File: src/rtl/cfata_remap_pkg.sv
package cfata_remap_pkg;

   typedef enum logic [1:0] {
      MODE_MEM    = 2'd0,
      MODE_CONTIG = 2'd1,
      MODE_PRI    = 2'd2,
      MODE_SEC    = 2'd3
   } addr_mode_e;

   localparam int IDX_W    = 4;
   localparam int MAP_SIZE = 1 << IDX_W;
   localparam int CTL_W    = 8;
   localparam int SRST_BIT = 2;

   localparam logic [IDX_W-1:0] IDX_DATA     = 4'h0;
   localparam logic [IDX_W-1:0] IDX_DATA_ALT = 4'h8;
   localparam logic [IDX_W-1:0] IDX_ODD      = 4'h9;
   localparam logic [IDX_W-1:0] IDX_ERRFEAT  = 4'hD;
   localparam logic [IDX_W-1:0] IDX_CTL      = 4'hE;
   localparam logic [IDX_W-1:0] IDX_DEVADDR  = 4'hF;
   localparam logic [IDX_W-1:0] TF_ERRFEAT   = 4'h1;

   localparam logic [7:0] DEVADDR_BASE = 8'hC2;

endpackage

File: src/rtl/cfata_remap_decode.sv
module cfata_remap_decode
   import cfata_remap_pkg::*;
#(
   parameter int ADDR_W        = 12,
   parameter int MEM_DATA_BASE = 'h400,
   parameter int MEM_WIN_MASK  = 'h3FF,
   parameter int PRI_CMD_BASE  = 'h1F0,
   parameter int PRI_CTL_BASE  = 'h3F0,
   parameter int PRI_CTL_ADJ   = 'h3E8,
   parameter int SEC_CMD_BASE  = 'h170,
   parameter int SEC_CTL_BASE  = 'h370,
   parameter int SEC_CTL_ADJ   = 'h368
) (
   input  logic [1:0]        mode,
   input  logic [ADDR_W-1:0] addr,
   output logic [IDX_W-1:0]  idx,
   output logic              hit
);

   localparam logic [ADDR_W-1:0] BLK_MASK = ~ADDR_W'(MAP_SIZE - 1);
   localparam logic [ADDR_W-1:0] LOW_MASK = ADDR_W'(MAP_SIZE - 1);

   if (ADDR_W < 11) begin : g_chk_addr
      $error("cfata_remap_decode: ADDR_W must cover the 0x400-0x7FF window");
   end

   logic [ADDR_W-1:0] cand [4];
   logic [ADDR_W-1:0] picked;

   for (genvar m = 0; m < 4; m++) begin : g_mode
      if (m == 0) begin : g_mem
         assign cand[m] = ((addr & ~ADDR_W'(MEM_WIN_MASK)) == ADDR_W'(MEM_DATA_BASE))
                          ? '0 : addr;
      end else if (m == 1) begin : g_contig
         assign cand[m] = addr & LOW_MASK;
      end else begin : g_legacy
         localparam int CMD_B = (m == 2) ? PRI_CMD_BASE : SEC_CMD_BASE;
         localparam int CTL_B = (m == 2) ? PRI_CTL_BASE : SEC_CTL_BASE;
         localparam int CTL_A = (m == 2) ? PRI_CTL_ADJ  : SEC_CTL_ADJ;
         logic [ADDR_W-1:0] blk;
         assign blk = addr & BLK_MASK;
         assign cand[m] = (blk == ADDR_W'(CTL_B)) ? addr - ADDR_W'(CTL_A) :
                          (blk == ADDR_W'(CMD_B)) ? addr - ADDR_W'(CMD_B) :
                          addr;
      end
   end

   assign picked = cand[mode];
   assign hit    = (picked & BLK_MASK) == '0;
   assign idx    = picked[IDX_W-1:0];

endmodule

File: src/rtl/cfata_byte_lane.sv
module cfata_byte_lane #(
   parameter int DATA_W = 16
) (
   input  logic              clk,
   input  logic              rst_n,
   input  logic              clr,
   input  logic              byte_rd,
   input  logic              byte_wr,
   input  logic              odd_wr,
   input  logic [DATA_W-1:0] word_in,
   input  logic [DATA_W/2-1:0] wbyte,
   output logic              word_rd,
   output logic              word_wr,
   output logic [DATA_W-1:0] word_out,
   output logic [DATA_W/2-1:0] rd_byte,
   output logic [DATA_W/2-1:0] odd_byte
);

   localparam int BYTE_W = DATA_W / 2;

   logic              cycle_q;
   logic [DATA_W-1:0] latch_q;
   logic              any_acc;

   assign any_acc  = byte_rd | byte_wr | odd_wr;
   assign word_rd  = byte_rd & ~cycle_q;
   assign word_wr  = byte_wr & cycle_q;
   assign word_out = {wbyte, latch_q[BYTE_W-1:0]};
   assign rd_byte  = cycle_q ? latch_q[DATA_W-1:BYTE_W] : word_in[BYTE_W-1:0];
   assign odd_byte = latch_q[DATA_W-1:BYTE_W];

   always_ff @(posedge clk) begin
      if (!rst_n) begin
         cycle_q <= 1'b0;
         latch_q <= '0;
      end else begin
         if (clr)          cycle_q <= 1'b0;
         else if (any_acc) cycle_q <= ~cycle_q;
         if (byte_rd && !cycle_q) latch_q <= word_in;
         if ((byte_wr && !cycle_q) || odd_wr) latch_q[BYTE_W-1:0] <= wbyte;
      end
   end

   // every paired or odd byte access flips the phase
   a_r6_cycle_flips: assert property (@(posedge clk) disable iff (!rst_n)
      (any_acc && !clr) |=> (cycle_q != $past(cycle_q)));

   // a soft reset leaves the phase clear
   a_r11_cycle_cleared: assert property (@(posedge clk) disable iff (!rst_n)
      clr |=> !cycle_q);

   // a paired write keeps the stored low byte in the assembled word
   a_r7_low_kept: assert property (@(posedge clk) disable iff (!rst_n)
      (byte_wr && !cycle_q && !clr) |=> (latch_q[BYTE_W-1:0] == $past(wbyte)));

endmodule

File: src/rtl/cfata_devctl.sv
module cfata_devctl
   import cfata_remap_pkg::*;
(
   input  logic             clk,
   input  logic             rst_n,
   input  logic             wr,
   input  logic [CTL_W-1:0] wdata,
   output logic [CTL_W-1:0] devctl,
   output logic             srst_req
);

   assign srst_req = wr & wdata[SRST_BIT];

   always_ff @(posedge clk) begin
      if (!rst_n)        devctl <= '0;
      else if (srst_req) devctl <= '0;
      else if (wr)       devctl <= wdata;
   end

   // reset request leaves device control cleared
   a_r11_devctl_cleared: assert property (@(posedge clk) disable iff (!rst_n)
      srst_req |=> (devctl == '0));

   // a plain control write is held
   a_r10_devctl_held: assert property (@(posedge clk) disable iff (!rst_n)
      (wr && !wdata[SRST_BIT]) |=> (devctl == $past(wdata)));

endmodule

File: src/rtl/cfata_addr_remap.sv
module cfata_addr_remap
   import cfata_remap_pkg::*;
#(
   parameter int ADDR_W = 12,
   parameter int DATA_W = 16
) (
   input  logic              clk,
   input  logic              rst_n,
   input  logic [1:0]        cfg_mode,
   input  logic              host_rd,
   input  logic              host_wr,
   input  logic              host_byte,
   input  logic [ADDR_W-1:0] host_addr,
   input  logic [DATA_W-1:0] host_wdata,
   output logic [DATA_W-1:0] host_rdata,
   output logic              tf_rd,
   output logic              tf_wr,
   output logic [3:0]        tf_idx,
   output logic [DATA_W-1:0] tf_wdata,
   input  logic [DATA_W-1:0] tf_rdata,
   input  logic              drv_present,
   input  logic [7:0]        drv_status,
   input  logic [3:0]        drv_sel,
   input  logic              pwrdn,
   output logic              wake,
   output logic              srst_req,
   output logic [7:0]        devctl
);

   localparam int BYTE_W = DATA_W / 2;

   if ((DATA_W % 2) != 0 || DATA_W < 16) begin : g_chk_data
      $error("cfata_addr_remap: DATA_W must be even and at least 16");
   end

   logic [IDX_W-1:0] idx;
   logic             hit;
   logic             rd, wr;
   logic             is_data, is_odd, is_ef, is_ctl, is_addr, is_fwd;
   logic             lane_brd, lane_bwr, lane_owr;
   logic             lane_wrd, lane_wwr;
   logic [DATA_W-1:0] lane_word;
   logic [BYTE_W-1:0] lane_rbyte, lane_obyte;
   logic [7:0]        addr_val;

   cfata_remap_decode #(.ADDR_W(ADDR_W)) u_decode (
      .mode (cfg_mode),
      .addr (host_addr),
      .idx  (idx),
      .hit  (hit)
   );

   assign rd = host_rd & hit;
   assign wr = host_wr & hit;

   assign is_data = (idx == IDX_DATA) || (idx == IDX_DATA_ALT);
   assign is_odd  = (idx == IDX_ODD);
   assign is_ef   = (idx == IDX_ERRFEAT);
   assign is_ctl  = (idx == IDX_CTL);
   assign is_addr = (idx == IDX_DEVADDR);
   assign is_fwd  = ~(is_data | is_odd | is_ef | is_ctl);

   assign lane_brd = rd & is_data & host_byte;
   assign lane_bwr = wr & is_data & host_byte;
   assign lane_owr = wr & is_odd;

   cfata_byte_lane #(.DATA_W(DATA_W)) u_lane (
      .clk      (clk),
      .rst_n    (rst_n),
      .clr      (srst_req),
      .byte_rd  (lane_brd),
      .byte_wr  (lane_bwr),
      .odd_wr   (lane_owr),
      .word_in  (tf_rdata),
      .wbyte    (host_wdata[BYTE_W-1:0]),
      .word_rd  (lane_wrd),
      .word_wr  (lane_wwr),
      .word_out (lane_word),
      .rd_byte  (lane_rbyte),
      .odd_byte (lane_obyte)
   );

   cfata_devctl u_ctl (
      .clk      (clk),
      .rst_n    (rst_n),
      .wr       (wr & is_ctl),
      .wdata    (host_wdata[CTL_W-1:0]),
      .devctl   (devctl),
      .srst_req (srst_req)
   );

   assign addr_val = DEVADDR_BASE | {2'b00, ~drv_sel, 2'b00};

   always_comb begin
      tf_rd = (rd & is_data & ~host_byte) | lane_wrd | (rd & is_ef)
            | (rd & is_fwd & ~is_addr);
      tf_wr = (wr & is_data & ~host_byte) | lane_wwr | (wr & is_ef)
            | (wr & is_fwd);
      if (is_data || is_odd) tf_idx = IDX_DATA;
      else if (is_ef)        tf_idx = TF_ERRFEAT;
      else                   tf_idx = idx;
      tf_wdata = lane_wwr ? lane_word : host_wdata;
   end

   always_comb begin
      host_rdata = '0;
      if (rd) begin
         if (is_data)      host_rdata = host_byte ? DATA_W'(lane_rbyte) : tf_rdata;
         else if (is_odd)  host_rdata = DATA_W'(lane_obyte);
         else if (is_ctl)  host_rdata = drv_present ? DATA_W'(drv_status) : '0;
         else if (is_addr) host_rdata = DATA_W'(addr_val);
         else              host_rdata = tf_rdata;
      end
   end

   assign wake = wr & is_fwd & pwrdn;

   // a miss never reaches the drive and reads as zero
   a_r1_miss_quiet: assert property (@(posedge clk) disable iff (!rst_n)
      ((host_rd || host_wr) && !hit) |-> (!tf_rd && !tf_wr && host_rdata == '0));

   // one direction at a time toward the drive
   a_r5_one_strobe: assert property (@(posedge clk) disable iff (!rst_n)
      !(host_rd && host_wr) |-> $onehot0({tf_rd, tf_wr}));

   // a control write stays inside the block
   a_r10_ctl_local: assert property (@(posedge clk) disable iff (!rst_n)
      (host_wr && hit && idx == IDX_CTL) |-> !tf_wr);

   // wake only accompanies a forwarded write
   a_r13_wake_fwd: assert property (@(posedge clk) disable iff (!rst_n)
      wake |-> (tf_wr && tf_idx == idx && pwrdn));

endmodule

File: config.mk
export PLATFORM = sky130hd
export DESIGN_NAME = cfata_addr_remap
export DESIGN_NICKNAME = d
export VERILOG_FILES = /design/src/rtl/cfata_remap_pkg.sv /design/src/rtl/cfata_remap_decode.sv /design/src/rtl/cfata_byte_lane.sv /design/src/rtl/cfata_devctl.sv /design/src/rtl/cfata_addr_remap.sv
export SDC_FILE = /design/constraint.sdc
export NUM_CORES = 1
export LEC_CHECK = 0
export BUFFER_PORTS_ARGS = -buffer_cell sky130_fd_sc_hd__buf_2
export CORE_ASPECT_RATIO = 1.75
export CORE_MARGIN = 3
export CORE_UTILIZATION = 41
export CTS_BUF_LIST = sky130_fd_sc_hd__clkbuf_2 sky130_fd_sc_hd__clkbuf_4 sky130_fd_sc_hd__clkbuf_8
export CTS_CLUSTER_DIAMETER = 120
export DETAILED_ROUTE_END_ITERATION = 7
export PLACE_DENSITY_LB_ADDON = 0.15
export SYNTH_ARGS = -nofsm -noshare
export SYNTH_HDL_FRONTEND = slang
export SYNTH_HIERARCHICAL = 1
export SYNTH_SLANG_ARGS = --single-unit
File: constraint.sdc
create_clock -name clk -period 3.86 [get_ports clk]
set_clock_uncertainty 0.1 [all_clocks]
set_input_delay 0.193 -clock clk [delete_from_list [all_inputs] [get_ports clk]]
set_output_delay 0.193 -clock clk [all_outputs]
set_load 0.005 [all_outputs]
==> impl_results.md <==
* Result of the run: finished clean
* Final Worst Setup Slack at 0.445 ns
* Share of the cycle needed by the critical path after routing at 0.885
* Post-synthesis sequential element count at 25
* Number of global-route vias before repair at 2,487
* Ports at 113
* Final number of hold-violating endpoints at 0
* Crit end category: output pin
* Worst r2r src: u_lane/cycle_q$_SDFFE_PP0P_
* Global-route wire length before repair at 11,500 um
* First-pass iteration count of the detailed router at 4
* Worst setup path category: input port to output pin
* Synthesized net count at 363
* Path type of the worst min-delay path: input port to flip-flop
* Post-place setup slack at 0.476 ns
* Sw power at 0.180 mW
* CTS root buf: sky130_fd_sc_hd__clkbuf_8
* Tmin final at 3.42 ns
* Effective utilization at floorplan at 0.429
* LEAKAGE at 1.33 nW
* Worst slew slack as a fraction of its limit at 0.400
* Layout cell share with drive strength beyond 1 at 0.442
* Part of the power in the clock network at 0.275
* Synthesized instance count at 295
* Post_cts resized at 0
* Post-DR vias/cell at 5.52
* Hold-fix buffers at CTS at 0
* Pwr Density at 195 nW/um^2
* Portion of the post-synthesis area used by sequential elements at 0.195
* Number of fill cells at 617
* Final nets at 456
* Synthesized area per cell at 8.68 um^2
* Number of buffer and inverter instances along the worst setup path at 4
* Number of antenna cells inserted at 0
* Total wire length at 7240 um
* Non-Filler Instances at 465
* Share of total power in sequential cells at 0.435
* Clock Tree Buf Depth at 2
* Clock Sinks at 25
* Beginning of the critical path: host_addr[4]
* DRC violation count after routing at 0
* Ranking of synthesized cells by area: sky130_fd_sc_hd__dfxtp_1 20%, sky130_fd_sc_hd__mux2_2 13%, sky130_fd_sc_hd__nand2_1 4.1%
* Share of synthesized registers carrying an async set or reset at 0
* Maximum single-stage delay on the critical path at 0.44 ns
* Synthesis-to-finish area growth at 19.9%
* Final-layout setup total negative slack at 0 ns
* Instance count after placement with tap cells included at 461
* Data required, critical path at 3.57 ns
* Start point of the worst min-delay path: tf_rdata[14]
* Cell Int Power at 0.418 mW
* Max-cap violations at 0
* Synth Flop Type: sky130_fd_sc_hd__dfxtp_1
* Arrival time of data at the critical path endpoint at 3.12 ns
* Combinational group share of total power at 0.289
* Synth top cells by count: 29 x sky130_fd_sc_hd__mux2_2, 28 x sky130_fd_sc_hd__nand2_1, 25 x sky130_fd_sc_hd__dfxtp_1
* Largest area contributor in the synthesized netlist: sky130_fd_sc_hd__dfxtp_1
* Post-CTS Setup Repair Bufs at 0
* Dpl hpwl at 5930 um
* Chip Height at 111 um
* Clock-pin slew reported for the worst setup and hold paths after clock tree synthesis at 0.09 ns
* Cell Area, Placed at 3020 um^2
* Post-synth top area share at 0.195
* Detailed-route wire length per cell at 15.6 um
* Count of flip-flops with a built-in enable after synthesis at 0
* Total via count in the routed design at 2,568
* # rows at 37
* Most frequent cell after synthesis: sky130_fd_sc_hd__mux2_2
* TritonCTS Buffers at 3
* Critical path startpoint category: input port
* Achievable frequency at 293 MHz
* Pin slew with the least headroom to its limit at 0.898 ns
* Critical path peak fanout at 9
* CTS tree: built
* Library cells used by synthesis at 64
* Core ar. at 5970 um^2
* H-tree Lvls at 1
* Last weighted congestion value of the routability-driven placer at 0.827
* Antenna Violating Nets Remaining at 0
* Total die area at 7270 um^2
* GR Util All Layers at 0.196
* Cell breakdown of the critical path: buf_2, inv_1, ha_1, nand2_1, mux2_2, a2111oi_0, o22a_1, nand2_1, nor2_1, nand2b_1, inv_6, or2_1, buf_2
* Initial antenna violation count at 0
* Fraction of power spent switching nets at 0.301
* Count of final max-slew check failures at 0
* CP max stage cell: sky130_fd_sc_hd__a2111oi_0
* Final instance area at 3070 um^2
* Count of synthesis-stage warnings from yosys at 6
* Maximum number of pins on one net before global-route repair at 22
* Total overflow reported by the global router at 0
* Number of buffers inserted by port buffering at 112
* Combined area of all synthesized cells at 2560 um^2
* Horiz. Die Dim at 65.7 um
* Worst-skew pair later-pin latency at 0.28 ns
* Setup repair after global routing missed its margin: false
* Number of DRC markers after the initial detailed-route iteration at 116
* Total setup violations reported at the end of the flow at 0
* VDD IR-drop max at 0.115 mV
* Largest delay contributor family on the critical path: simple AND/OR/NAND/NOR gates
## final timing paths
| kind | endpoint | cells after the start | slack, ns |
|---|---|---|---|
| worst max-delay path | tf_rd | 13 | 0.44 |
| worst min-delay path | u_lane/latch_q[14]$_SDFFE_PN0P_ | 3 | 0.06 |
| worst max register to register | u_lane/latch_q[13]$_SDFFE_PN0P_ | 4 | 2.26 |
| worst min register to register | u_ctl/devctl[2]$_SDFFE_PP0P_ | 2 | 0.33 |
## metal layers
| metal | vias to the layer above | wire, um | share of wire | global-route usage |
|---|---|---|---|---|
| li1 | 1271 | - | - | - |
| met3 | 13 | 473 | 0.065 | 0.0326 |
| met1 | 1187 | 2620 | 0.36 | 0.198 |
| met5 | - | 0 | 0 | 0 |
| met4 | 0 | 173 | 0.024 | 0.0651 |
| met2 | 97 | 3970 | 0.55 | 0.381 |
## cell type report
cell class / instances / area [um^2] / area share
clock buffer: 3 / 41.3 / 0.0134
multi-input combinational: 237 / 1800 / 0.588
tap: 78 / 97.6 / 0.0318
sequential: 25 / 500 / 0.163
inverter: 4 / 20.0 / 0.00652
clock inverter: 1 / 8.76 / 0.00285
timing repair buffer: 117 / 598 / 0.195
## cell usage in the layout (no fill, tap or decap), drive strengths merged, types with 5 or more instances in the layout
master / n
a21boi: 8
a21oi: 6
a221oi: 5
a22oi: 11
a32o: 6
and2: 12
and2b: 16
buf: 117
dfxtp: 25
inv: 5
mux2: 29
mux2i: 10
nand2: 29
nand3b: 8
nor2: 17
nor2b: 8
nor3: 7
o22ai: 9
o32ai: 5
## tightest hold or removal path: cells and delay by family
family | cells | cell delay (ns)
AO/OA/AOI/OAI | 1 | 0.05
buffers and inverters | 1 | 0.10
AND/OR/NAND/NOR | 1 | 0.05
## metrics by stage
stage	total power [mW]	hold slack [ns]	utilization
detailed placement	0.440	0.319	0.506
global route	0.637	0.0529	0.514
floorplan	0.372	0.228	-
finish	0.598	0.0610	0.514
CTS	0.607	0.0554	0.514
global placement	0.438	0.315	0.506
## power groups by stage
stage	registers, mW	logic, mW	clock network (mW)
6_report	0.260	0.173	0.165
5_1_grt	0.261	0.191	0.185
3_5_place_dp	0.266	0.173	0
3_3_place_gp	0.266	0.171	0
4_1_cts	0.260	0.174	0.173
2_1_floorplan	0.266	0.107	0
## flip-flops by register name (all words and copies together) (netlist names)
signal	flops
u_lane/latch_q	16
u_ctl/devctl	8
u_lane/cycle_q	1
## kinds of logic after synthesis
| group | Yosys count | synth area share |
|---|---|---|
| buffers and inverters | 33 | 0.100 |
| XOR/XNOR | 3 | 0.0103 |
| adder cells (fa/ha/maj) | 3 | 0.0147 |
| flip-flops | 25 | 0.195 |
| AO/OA/AOI/OAI | 67 | 0.206 |
| multiplexers | 39 | 0.167 |
| AND/OR/NAND/NOR | 125 | 0.307 |
No activity file was read; power rests on OpenSTA's default activity.
